`src/rtl/ifc_pkg.sv`:
```
package ifc_pkg;
    typedef enum logic [1:0] {
        ST_IDLE   = 2'd0,
        ST_SETTLE = 2'd1,
        ST_GATE   = 2'd2,
        ST_HOLD   = 2'd3
    } ifc_state_e;
endpackage

```
`src/rtl/ifc_edge_sync.sv`:
```
module ifc_edge_sync #(
    parameter int STAGES = 2
) (
    input  logic clk,
    input  logic rst_n,
    input  logic din,
    output logic rise
);
    // STAGES synchronizer flops plus one flop for edge detection
    logic [STAGES:0] sh;

    always_ff @(posedge clk or negedge rst_n) begin
        if (!rst_n) sh <= '0;
        else        sh <= {sh[STAGES-1:0], din};
    end

    assign rise = sh[STAGES-1] & ~sh[STAGES];
endmodule

```
`src/rtl/ifc_tick_timer.sv`:
```
module ifc_tick_timer #(
    parameter int TW = 7
) (
    input  logic          clk,
    input  logic          rst_n,
    input  logic          clr,
    input  logic          tick,
    input  logic [TW-1:0] limit,
    output logic          expire
);
    logic [TW-1:0] cnt;

    assign expire = tick && !clr && (cnt == limit - TW'(1));

    always_ff @(posedge clk or negedge rst_n) begin
        if (!rst_n)            cnt <= '0;
        else if (clr || expire) cnt <= '0;
        else if (tick)         cnt <= cnt + TW'(1);
    end
endmodule

```
`src/rtl/ifc_sat_counter.sv`:
```
module ifc_sat_counter #(
    parameter int W = 20
) (
    input  logic         clk,
    input  logic         rst_n,
    input  logic         clr,
    input  logic         inc,
    output logic [W-1:0] value
);
    localparam logic [W-1:0] TOP = '1;

    always_ff @(posedge clk or negedge rst_n) begin
        if (!rst_n)                   value <= '0;
        else if (clr)                 value <= '0;
        else if (inc && value != TOP) value <= value + W'(1);
    end
endmodule

```
`src/rtl/ifc_gate_counter.sv`:
```
module ifc_gate_counter #(
    parameter int CNT_W       = 20,
    parameter int GATE0       = 4,
    parameter int GATE1       = 8,
    parameter int GATE2       = 32,
    parameter int GATE3       = 64,
    parameter int WAIT_SHORT  = 4,
    parameter int WAIT_LONG   = 8,
    parameter int SYNC_STAGES = 2
) (
    input  logic             clk,
    input  logic             rst_n,
    input  logic             if_in,
    input  logic             tick,
    input  logic             start,
    input  logic [1:0]       gate_sel,
    input  logic             inhibit,
    input  logic             xfer,
    output logic [CNT_W-1:0] count,
    output logic             done,
    output logic             stat_low
);
    import ifc_pkg::*;

    localparam int TMR_W = $clog2(GATE3 + 1);

    ifc_state_e       st_q, st_d;
    logic             start_q;
    logic [1:0]       sel_q;
    logic             arm, abort_req, tmr_exp, if_rise;
    logic [TMR_W-1:0] tmr_limit;

    assign arm       = start && !start_q && !inhibit;
    assign abort_req = !start || inhibit;

    // Length of the current timed phase, from the captured select
    always_comb begin
        tmr_limit = '0;
        if (st_q == ST_SETTLE) begin
            tmr_limit = sel_q[1] ? TMR_W'(WAIT_LONG) : TMR_W'(WAIT_SHORT);
        end else begin
            unique case (sel_q)
                2'd0: tmr_limit = TMR_W'(GATE0);
                2'd1: tmr_limit = TMR_W'(GATE1);
                2'd2: tmr_limit = TMR_W'(GATE2);
                2'd3: tmr_limit = TMR_W'(GATE3);
            endcase
        end
    end

    // Next-state logic
    always_comb begin
        st_d = st_q;
        if (st_q != ST_IDLE && abort_req) begin
            st_d = ST_IDLE;
        end else begin
            unique case (st_q)
                ST_IDLE:   if (arm)     st_d = ST_SETTLE;
                ST_SETTLE: if (tmr_exp) st_d = ST_GATE;
                ST_GATE:   if (tmr_exp) st_d = ST_HOLD;
                ST_HOLD:                st_d = ST_HOLD;
            endcase
        end
    end

    // State register
    always_ff @(posedge clk or negedge rst_n) begin
        if (!rst_n) st_q <= ST_IDLE;
        else        st_q <= st_d;
    end

    // Registered outputs and captured controls
    always_ff @(posedge clk or negedge rst_n) begin
        if (!rst_n) begin
            start_q  <= 1'b0;
            sel_q    <= 2'd0;
            stat_low <= 1'b0;
        end else begin
            start_q <= start;
            if (st_q == ST_IDLE && arm) sel_q <= gate_sel;
            if (st_q == ST_GATE && st_d == ST_HOLD)  stat_low <= 1'b1;
            else if (xfer || st_q == ST_IDLE)        stat_low <= 1'b0;
        end
    end

    assign done = (st_q == ST_HOLD);

    ifc_edge_sync #(.STAGES(SYNC_STAGES)) u_sync (
        .clk  (clk),
        .rst_n(rst_n),
        .din  (if_in),
        .rise (if_rise)
    );

    ifc_tick_timer #(.TW(TMR_W)) u_timer (
        .clk   (clk),
        .rst_n (rst_n),
        .clr   (st_q == ST_IDLE || st_q == ST_HOLD),
        .tick  (tick),
        .limit (tmr_limit),
        .expire(tmr_exp)
    );

    ifc_sat_counter #(.W(CNT_W)) u_cnt (
        .clk  (clk),
        .rst_n(rst_n),
        .clr  (st_q == ST_IDLE),
        .inc  (if_rise && st_q == ST_GATE),
        .value(count)
    );
endmodule

```
`config.mk`:
```
export PLATFORM = sky130hd
export DESIGN_NAME = ifc_gate_counter
export DESIGN_NICKNAME = d
export VERILOG_FILES = /design/src/rtl/ifc_pkg.sv /design/src/rtl/ifc_edge_sync.sv /design/src/rtl/ifc_tick_timer.sv /design/src/rtl/ifc_sat_counter.sv /design/src/rtl/ifc_gate_counter.sv
export SDC_FILE = /design/constraint.sdc
export NUM_CORES = 1
export LEC_CHECK = 0
export BUFFER_PORTS_ARGS = -buffer_cell sky130_fd_sc_hd__clkbuf_2
export CORE_MARGIN = 2
export CORE_UTILIZATION = 28
export DETAILED_ROUTE_END_ITERATION = 10
export PLACE_DENSITY = 0.46
export SLEW_MARGIN = 20
export SYNTH_ARGS = -nofsm -noshare
export SYNTH_HDL_FRONTEND = slang
export SYNTH_HIERARCHICAL = 1
export SYNTH_SLANG_ARGS = --single-unit
```
`constraint.sdc`:
```
create_clock -name clk -period 3.45 [get_ports clk]
set_input_delay 0.69 -clock clk [delete_from_list [all_inputs] [get_ports clk]]
set_output_delay 0.69 -clock clk [all_outputs]
set_load 0.01 [all_outputs]
```
; ---- Yosys cells after proc, flatten, opt, wreduce, memory -nomap -nowiden
; Index checks and enable logic that the tools add are counted.
[totals]
register_bits = 36
word_cells = 58
inputBits = 9
[op_classes]
eq_ne = 9
reduce_logical = 23
addsub = 3
n_bitwise = 2
n_mux = 14
[ops]
columns = op, count
row1 = two-way mux 20 bit, 2
row2 = one-hot mux 7 bit (4 select lines), 1
row3 = two-way mux 7 bit, 3
row4 = "adder 20 x 1 -> 20 bit, second input constant", 1
row5 = "inequality test 20 bit, second input constant", 1
row6 = "== test 2 bit, second input constant", 5
row7 = logical AND 1 bit, 9
row8 = two-way mux 2 bit, 4
row9 = one-hot mux 2 bit (4 select lines), 1
row10 = nonzero test 2 bit, 4
row11 = "adder 7 x 1 -> 7 bit, second input constant", 1
row12 = == test 7 bit, 1
row13 = "subtractor 7 x 1 -> 7 bit, second input constant", 1
row14 = "== test 2 x 1 -> 1 bit, second input constant", 2
row15 = logical NOT 1 bit, 4
row16 = logical NOT 2 bit, 2
row17 = logical OR 1 bit, 4
row18 = two-way mux 4 bit, 1
row19 = two-way mux 1 bit, 2
row20 = bitwise AND 1 bit, 1
row21 = inverter 1 bit, 1

; ---- Logic depth before layout (Yosys ltp)
; Gate-level depths: netlist (run 1).
[depth]
depth_word = 12
ltp_mapped = 12
mapped_depth_nobuf = 12

; ---- By module
; The synthesis (run 1) kept the hierarchy.
[modules_own_cells]
columns = module, cells_each, area_per_inst_um2, instances, seq_area_each_um2
row1 = ifc_sat_counter, 128, 1211.2, 1, 500.5
row2 = ifc_tick_timer, 59, 565.5, 1, 175.2
row3 = ifc_gate_counter, 43, 401.6, 1, 150.1
row4 = ifc_edge_sync, 4, 88.8, 1, 75.1

; ---- Worst setup path before layout (run 1)
; No wires, ideal clock.
[synth_timing]
path_kind = register to register
startpoint = reg st_q[1]
endpoint = reg stat_low
t_arrival_ps = 2367
path_buffers = 0
setup_ps = 133
required_ps = 3317
setup_slack_ps = 950
stages_incl_launch_ff = 12
cell_sequence = dfrtp_1 -> inv_1 -> ha_1 -> inv_1 -> a21oi_1 -> or3_1 -> o21bai_1 -> or4bb_1 -> a31oi_4 -> nor3b_1 -> o21ai_0 -> a31oi_1
[synth_via]
elab_chain_cells = 11
word_cells_on_any_way = 23
cone_classes = add/sub: 1 / eq/ne: 5 / mux: 7 / reduce/logical: 10
[synth_lines]
columns = element, line
row1 = "start, declared", ifc_gate_counter.sv:27  ; ifc_state_e st_q, st_d;
row2 = "start signal, assigned", ifc_gate_counter.sv:69  ; else st_q <= st_d;
row3 = == test 2 x 1 -> 1 bit (*), ifc_gate_counter.sv:39  ; if (st_q == ST_SETTLE) begin
row4 = two-way mux 7 bit (*), ifc_gate_counter.sv:39
row5 = via tmr_limit[2], ifc_gate_counter.sv:31  ; logic [TMR_W-1:0] tmr_limit;
row6 = subtractor 7 x 1 -> 7 bit (*), ifc_tick_timer.sv:13  ; assign expire = tick && !clr && (cnt == limit - TW'(1));
row7 = == test 7 bit (*), ifc_tick_timer.sv:13
row8 = logical AND 1 bit (*), ifc_tick_timer.sv:13
row9 = via tmr_exp, ifc_gate_counter.sv:30  ; logic arm, abort_req, tmr_exp, if_rise;
row10 = "two-way mux 2 bit, on equally long branches", "ifc_gate_counter.sv:60, ifc_gate_counter.sv:59"
row11 = one-hot mux 2 bit (4 select lines) (*), ifc_gate_counter.sv:57  ; unique case (st_q)
row12 = two-way mux 2 bit (*), ifc_gate_counter.sv:54  ; if (st_q != ST_IDLE && abort_req) begin
row13 = == test 2 bit (*), ifc_gate_counter.sv:81  ; if (st_q == ST_GATE && st_d == ST_HOLD) stat_low <= 1'b1;
row14 = logical AND 1 bit (*), ifc_gate_counter.sv:81
row15 = two-way mux 1 bit or nonzero test 2 bit (tied branches), --
row16 = "end signal, assigned", ifc_gate_counter.sv:77  ; stat_low <= 1'b0;
row17 = "end signal, assigned", ifc_gate_counter.sv:81
row18 = "end signal, assigned", ifc_gate_counter.sv:82  ; else if (xfer || st_q == ST_IDLE) stat_low <= 1'b0;
row19 = "end, declared", ifc_gate_counter.sv:21  ; output logic stat_low
; Mark *: on every way through the listed nets, which the timed path passes. The rest lies on a longest branch.
; A chain may end at the register's enable or synchronous reset.

; ---- Final worst setup path (run 1)
; Ends and elaborated chain as after synthesis.

==> impl_metrics.ini, run 1 <==
[power]
cellLeakagePower_nw = 1.144
powerDensity_mw_per_mm2 = 419.0
vdd_drop_max_mv = 0.1932

[clock_network]
cts_resized = 0
post_cts_buffers = 0
ctsHoldBuffers = 0
cts_made_buffers = 5
clock_latency_on_the_worst_skew_pair_ns = 0.28
clkSlewWorstSetupHoldPaths_ns = 0.07
cts_max_path_buffers = 2
cts_tree = yes
cts.htree.levels = 2
cts_num_sinks = 36
root_buffer = clkbuf_8

[routing]
routed_wire_length_per_instance_microns = 13.04
via_count = 1824
detail-route-antenna-nets = 0
initialDrtViolationCount = 84
drt-pass1-iter-count = 4
drt-vias-per-instance = 4.825
detail_route.wirelength_mm = 4.931
drc = 0

[finish]
cell_area_after_layout_sq_mm = 0.002648
antenna_cells_inserted = 0
area_delta_synth_final_pct = 16.78
final_core_utilization_pct = 34.09
fin_nets = 291
most_frequent_standard_cell_in_the_layout_excluding_fill_and_tap_cells = dfrtp_1
drive_gt1_share_pct = 19.57
mostFrequentLayoutCells = 36 x dfrtp_1, 30 x clkbuf_2, 16 x nand2_1
layout.filler_cells = 825

[grt]
global_route.overflow_total = 0
globalRouteTotalUtil_pct = 11.84
first_global_vias = 1688
antenna_found_initial = 0
grt_pass1_wl_mm = 8.266
grt_max_degree = 37

[sta]
min_period_over_period_pct = 82.96
max_clock_freq_ghz = 0.3494
final_number_of_hold_violating_endpoints = 0
period_needed_ns = 2.862
clock-skew-final_ns = 0.006716
setup_viol = 0
hold-worst-slack_ns = 0.3536
slew_violations = 0
slew_headroom_pct = 37.64
worst-slew-pin-transition_ns = 0.9354
setup-tns-final_ns = 0
rsz0062_at_grt = false

[synth]
async_reset_ff_share_pct = 100.0
yosys_warnings = 6
syn_area_per_cell_sq_um = 9.689
post_synth_inst_count = 234
synth_seq_area_share_pct = 39.74
postSynth.topFlopCell = dfrtp_1
synthesis.area_sq_mm = 0.002267
synth.lib_cells_used.distinct = 59
ys_seq_elements = 36
synth_edf_count = 0

[place]
io_buffers = 30
gpl.final_weighted_congestion = 0.7368
placed_area_sq_mm = 0.002557
place.detailed.hpwl_mm = 3.472

[setup_path]
critical_path.startpoint_type = flip-flop
critical_path.max_fanout = 10
setup.worst_path.end_class = flip-flop
worst_ep_arrival_time_ns = 3.02
critPathRequiredTime_ns = 3.61
crit_type = reg2reg

[floorplanning]
core.rowCount = 32
initial_core_util_pct = 29.19
floorplan.die.height_microns = 93.99
core-area_sq_mm = 0.007767
dieArea_sq_mm = 0.008833
dieWidth_microns = 93.99
io_pins = 31

[flow_run]
cap_viol_max_count = 0

[outcome]
outcome = finished clean

[hold_path]
timing.hold.worst.class = reg2reg
## critical path, cell delays in order (launching register included)
cell and delay, ns:
dfrtp_1 0.44, inv_1 0.10, ha_1 0.24, inv_1 0.07
a21oi_1 0.28, or3_1 0.23, o21bai_1 0.12, or4bb_1 0.44
a31oi_4 0.37, nor3b_1 0.09, o21ai_0 0.22, a31oi_1 0.13
## metrics by stage
stage / total power (W) / cells / setup slack, ns
2_1_floorplan: 0.0007353 / 246 / 0.9504
3_3_place_gp: 0.0008029 / 370 / 0.6757
3_5_place_dp: 0.0008066 / 370 / 0.6271
4_1_cts: 0.001130 / 378 / 0.6002
5_1_grt: 0.001190 / 378 / 0.3368
6_report: 0.001109 / 378 / 0.5877
## path summary, 6_finish.rpt
path	from	to	slack (ns)	cells after the start
setup / recovery	st_q[1]$_DFF_PN0_	stat_low$_DFFE_PN0P_	0.59	11
hold / removal	u_sync/sh[0]$_DFF_PN0_	u_sync/sh[1]$_DFF_PN0_	0.35	0
setup reg to reg	st_q[1]$_DFF_PN0_	stat_low$_DFFE_PN0P_	0.59	11
hold reg to reg	u_sync/sh[0]$_DFF_PN0_	u_sync/sh[1]$_DFF_PN0_	0.35	0
max in group asynchronous	rst_n	u_cnt/value[7]$_DFFE_PN0P_	2.33	1
min in group asynchronous	rst_n	u_cnt/value[11]$_DFFE_PN0P_	0.54	1
## layer usage
layer	vias up	global-route usage (%)	routed length, microns
li1	925	-	-
met1	866	16.43	2472
met2	24	18.04	2198
met3	9	2.327	174
met4	0	4.710	86
met5	-	0	0
## synth_stat cells, drive strengths merged, types with 2 or more instances
cell / count / area [sq um]
dfrtp: 36 / 900.9
nand2: 16 / 60.06
a21oi: 15 / 75.07
nor2: 14 / 55.06
nand4: 12 / 96.34
nor3: 11 / 60.06
inv: 10 / 37.54
mux2: 10 / 112.6
nor2b: 9 / 63.81
xnor2: 8 / 70.07
ha: 7 / 87.58
or3: 7 / 43.79
xor2: 7 / 61.31
clkbuf: 6 / 23.77
and3: 5 / 31.28
o21ai: 5 / 25.02
and4: 4 / 35.03
nand2b: 4 / 25.02
nor3b: 4 / 30.03
nor4: 4 / 40.04
o31ai: 4 / 30.03
buf: 3 / 16.26
a21boi: 2 / 15.01
a31oi: 2 / 27.53
and2: 2 / 12.51
mux2i: 2 / 20.02
nand3: 2 / 10.01
nand4b: 2 / 17.52
or4: 2 / 15.01
## cells by family (layout without fill, tap and decap cells)
| kind of cell | after synthesis | count (layout) | share of synthesized area [%] |
|---|---|---|---|
| compound gates | 40 | 40 | 12.36 |
| mux | 12 | 12 | 5.850 |
| other cells | 1 | 13 | 0.1654 |
| xor+xnor | 15 | 15 | 5.795 |
| fa+ha+maj | 7 | 7 | 3.863 |
| simple gates | 104 | 104 | 28.81 |
| flops | 36 | 36 | 39.73 |
| buf+inv | 19 | 49 | 3.421 |
## where the power goes
group,switching [W],internal (W)
clock,0.000148,0.000163
sequential,0.0000306,0.000447
combinational,0.000197,0.000123
## flip-flops by register name (all words and copies together) (netlist names)
name,cells
st_q,2
u_timer/cnt,7
stat_low,1
sel_q,2
u_sync/sh,3
u_cnt/value,20
start_q,1
## final cells by class
type / instances / area (sq um) / share of cell area, %
well taps: 102 / 127.6 / 4.820
multi-input cells: 191 / 1334 / 50.38
flip-flops and latches: 36 / 900.9 / 34.03
inverters: 10 / 37.54 / 1.418
repair buffers: 31 / 157.7 / 5.955
clock buffers: 8 / 90.09 / 3.403
Power figures use the tool's default switching activity.
==> run 2: changes to the inputs <==
==> constraint.sdc (replaced) <==
create_clock -name clk -period 2.84 [get_ports clk]
set_input_delay 0.568 -clock clk [delete_from_list [all_inputs] [get_ports clk]]
set_output_delay 0.568 -clock clk [all_outputs]
set_load 0.01 [all_outputs]
==> run 2 against run 1 <==
Net effect: die area is the same; via count is essentially flat; register-to-register slack lost 0.37 ns; clock skew is essentially flat; clock-buffer cell count shrank 3; sequential share of layout area shrank 0.65 points; first-iteration DRC count shrank 27%; non-clock buffer count grew 4.
==> impl_metrics.ini, run 2 (synthesis gave the netlist of run 1 again) <==
[sta]
rsz0062_at_grt = false
slew_headroom_pct = 38.63
setup-tns-final_ns = 0
hold-worst-slack_ns = 0.3595
slew_violations = 0
clock-skew-final_ns = 0.006568
period_needed_ns = 2.619
setup_viol = 0
min_period_over_period_pct = 92.22
final_number_of_hold_violating_endpoints = 0
max_clock_freq_ghz = 0.3818
worst-slew-pin-transition_ns = 0.9206

[clock_network]
clkSlewWorstSetupHoldPaths_ns = 0.08
cts.htree.levels = 2
cts_made_buffers = 5
root_buffer = clkbuf_8
cts_tree = yes
cts_resized = 0
post_cts_buffers = 0
cts_num_sinks = 36
clock_latency_on_the_worst_skew_pair_ns = 0.29
cts_max_path_buffers = 2
ctsHoldBuffers = 0

[finish]
antenna_cells_inserted = 0
layout.area.seq_sq_um = 900.9
register_with_the_most_flip_flops = u_cnt/value
drive_gt1_share_pct = 21.43
layout.filler_cells = 826
area_delta_synth_final_pct = 19.04
instances_no_fill = 382
multi_input_comb_area_sq_mm = 0.001334
layout_top_registers = u_cnt/value (20), u_timer/cnt (7), u_sync/sh (3)
most_frequent_standard_cell_in_the_layout_excluding_fill_and_tap_cells = dfrtp_1
mostFrequentLayoutCells = 36 x dfrtp_1, 30 x clkbuf_2, 16 x nand2_1
largest_reg_flops = 20
final_core_utilization_pct = 34.75
fin_nets = 295

[routing]
drt-pass1-iter-count = 4
routed_wire_length_per_instance_microns = 13.26
detail_route.wirelength_mm = 5.067
via_count = 1823
detail-route-antenna-nets = 0
drt-vias-per-instance = 4.772
initialDrtViolationCount = 61
drc = 0

[setup_path]
cpPeakStageDelay_ns = 0.44
worst_path_cell_trace = inv_1 > ha_1 > inv_1 > a21oi_1 > or3_1 > o21bai_1 > or4bb_1 > a31oi_4 > nor3b_1 > o21ai_0 > a31oi_1
critical_path.max_fanout = 5
critPathRequiredTime_ns = 3.00
critical_path_cell_count = 11
crit_type = reg2reg
cp.buffers_inverters = 2
critical_path.startpoint_type = flip-flop
cpLargestDelayFamily = compound AO/OA/AOI/OAI gates
critical-path-top-cell-by-count = inv_1
cpMaxStageDelayCell = or4bb_1
reg2regPathDepth = 11
worst_ep_arrival_time_ns = 2.78
setup.worst_path.end_class = flip-flop

[floorplanning]
io_pins = 31
core-area_sq_mm = 0.007767
core.rowCount = 32
initial_core_util_pct = 29.19
floorplan.die.height_microns = 93.99
dieWidth_microns = 93.99
dieArea_sq_mm = 0.008833

[power]
switching_power_w = 0.0004788
sequentialPowerShare_pct = 40.2
power.clock.fraction_pct = 32.0
internal_power_w = 0.0009647
powerDensity_mw_per_mm2 = 534.9
vdd_drop_max_mv = 0.1903
cellLeakagePower_nw = 1.173
power_switching_share_pct = 33.17
power_frac_comb_pct = 27.8

[hold_path]
worst_hold_path.num_cells = 0
timing.hold.worst.class = reg2reg

[place]
io_buffers = 30
place.detailed.hpwl_mm = 3.615
dp_cells = 374
gpl.final_weighted_congestion = 0.7097

[grt]
global_route.overflow_total = 0
globalRouteTotalUtil_pct = 12.36
grt_pass1_wl_mm = 8.687
grt_max_degree = 37
first_global_vias = 1745
antenna_found_initial = 0

[flow_run]
cap_viol_max_count = 0

[outcome]
outcome = finished clean
==> run 2: changes by cell type in the layout (fill, tap and decap cells not counted) <==
cell	change
buf_4	+4
clkbuf_1	-2
clkinv_2	+1
clkinvlp_4	+1
bufinv_16	+1
clkbuf_8	-1
==> run 2: area by class of cell <==
class | instances | share of cell area [%]
clock buffers | 5 | 2.550
clock inverters | 3 | 1.576
inverters | 10 | 1.391
multi-input cells | 191 | 49.42
flip-flops and latches | 36 | 33.38
well taps | 102 | 4.729
repair buffers | 35 | 6.954
==> run 2: stage by stage <==
stage	total power [W]	worst slack (ns)	instance area, sq um
2_1_floorplan	0.0008932	0.3404	2312
3_3_place_gp	0.0009944	0.2819	2587
3_5_place_dp	0.0009967	0.2419	2587
4_1_cts	0.001479	0.2119	2699
5_1_grt	0.001555	0.003271	2699
6_report	0.001444	0.2210	2699
==> run 2: worst paths after layout <==
path                                                to  slack [ns]                   start
min in group asynchronous  u_cnt/value[13]$_DFFE_PN0P_        0.40                   rst_n
max in group asynchronous         sel_q[0]$_DFFE_PN0P_        1.86                   rst_n
setup reg to reg                  stat_low$_DFFE_PN0P_        0.22       st_q[1]$_DFF_PN0_
hold / removal                  u_sync/sh[1]$_DFF_PN0_        0.36  u_sync/sh[0]$_DFF_PN0_
hold reg to reg                 u_sync/sh[1]$_DFF_PN0_        0.36  u_sync/sh[0]$_DFF_PN0_
setup / recovery                  stat_low$_DFFE_PN0P_        0.22       st_q[1]$_DFF_PN0_
==> run 2: layer usage <==
metal	up-vias	GRT usage (%)	wire length [microns]
met2	24	18.63	2203
li1	935	-	-
met5	-	0	0
met3	2	2.889	173
met4	0	3.623	30
met1	862	17.58	2659
==> run 2: power by group through the flow <==
stage | clock [W] | sequential, W | combinational, W
CTS | 0.000490 | 0.000580 | 0.000408
detailed placement | 0 | 0.000590 | 0.000407
global placement | 0 | 0.000590 | 0.000404
floorplan | 0 | 0.000581 | 0.000313
finish | 0.000462 | 0.000580 | 0.000402
global route | 0.000511 | 0.000586 | 0.000458
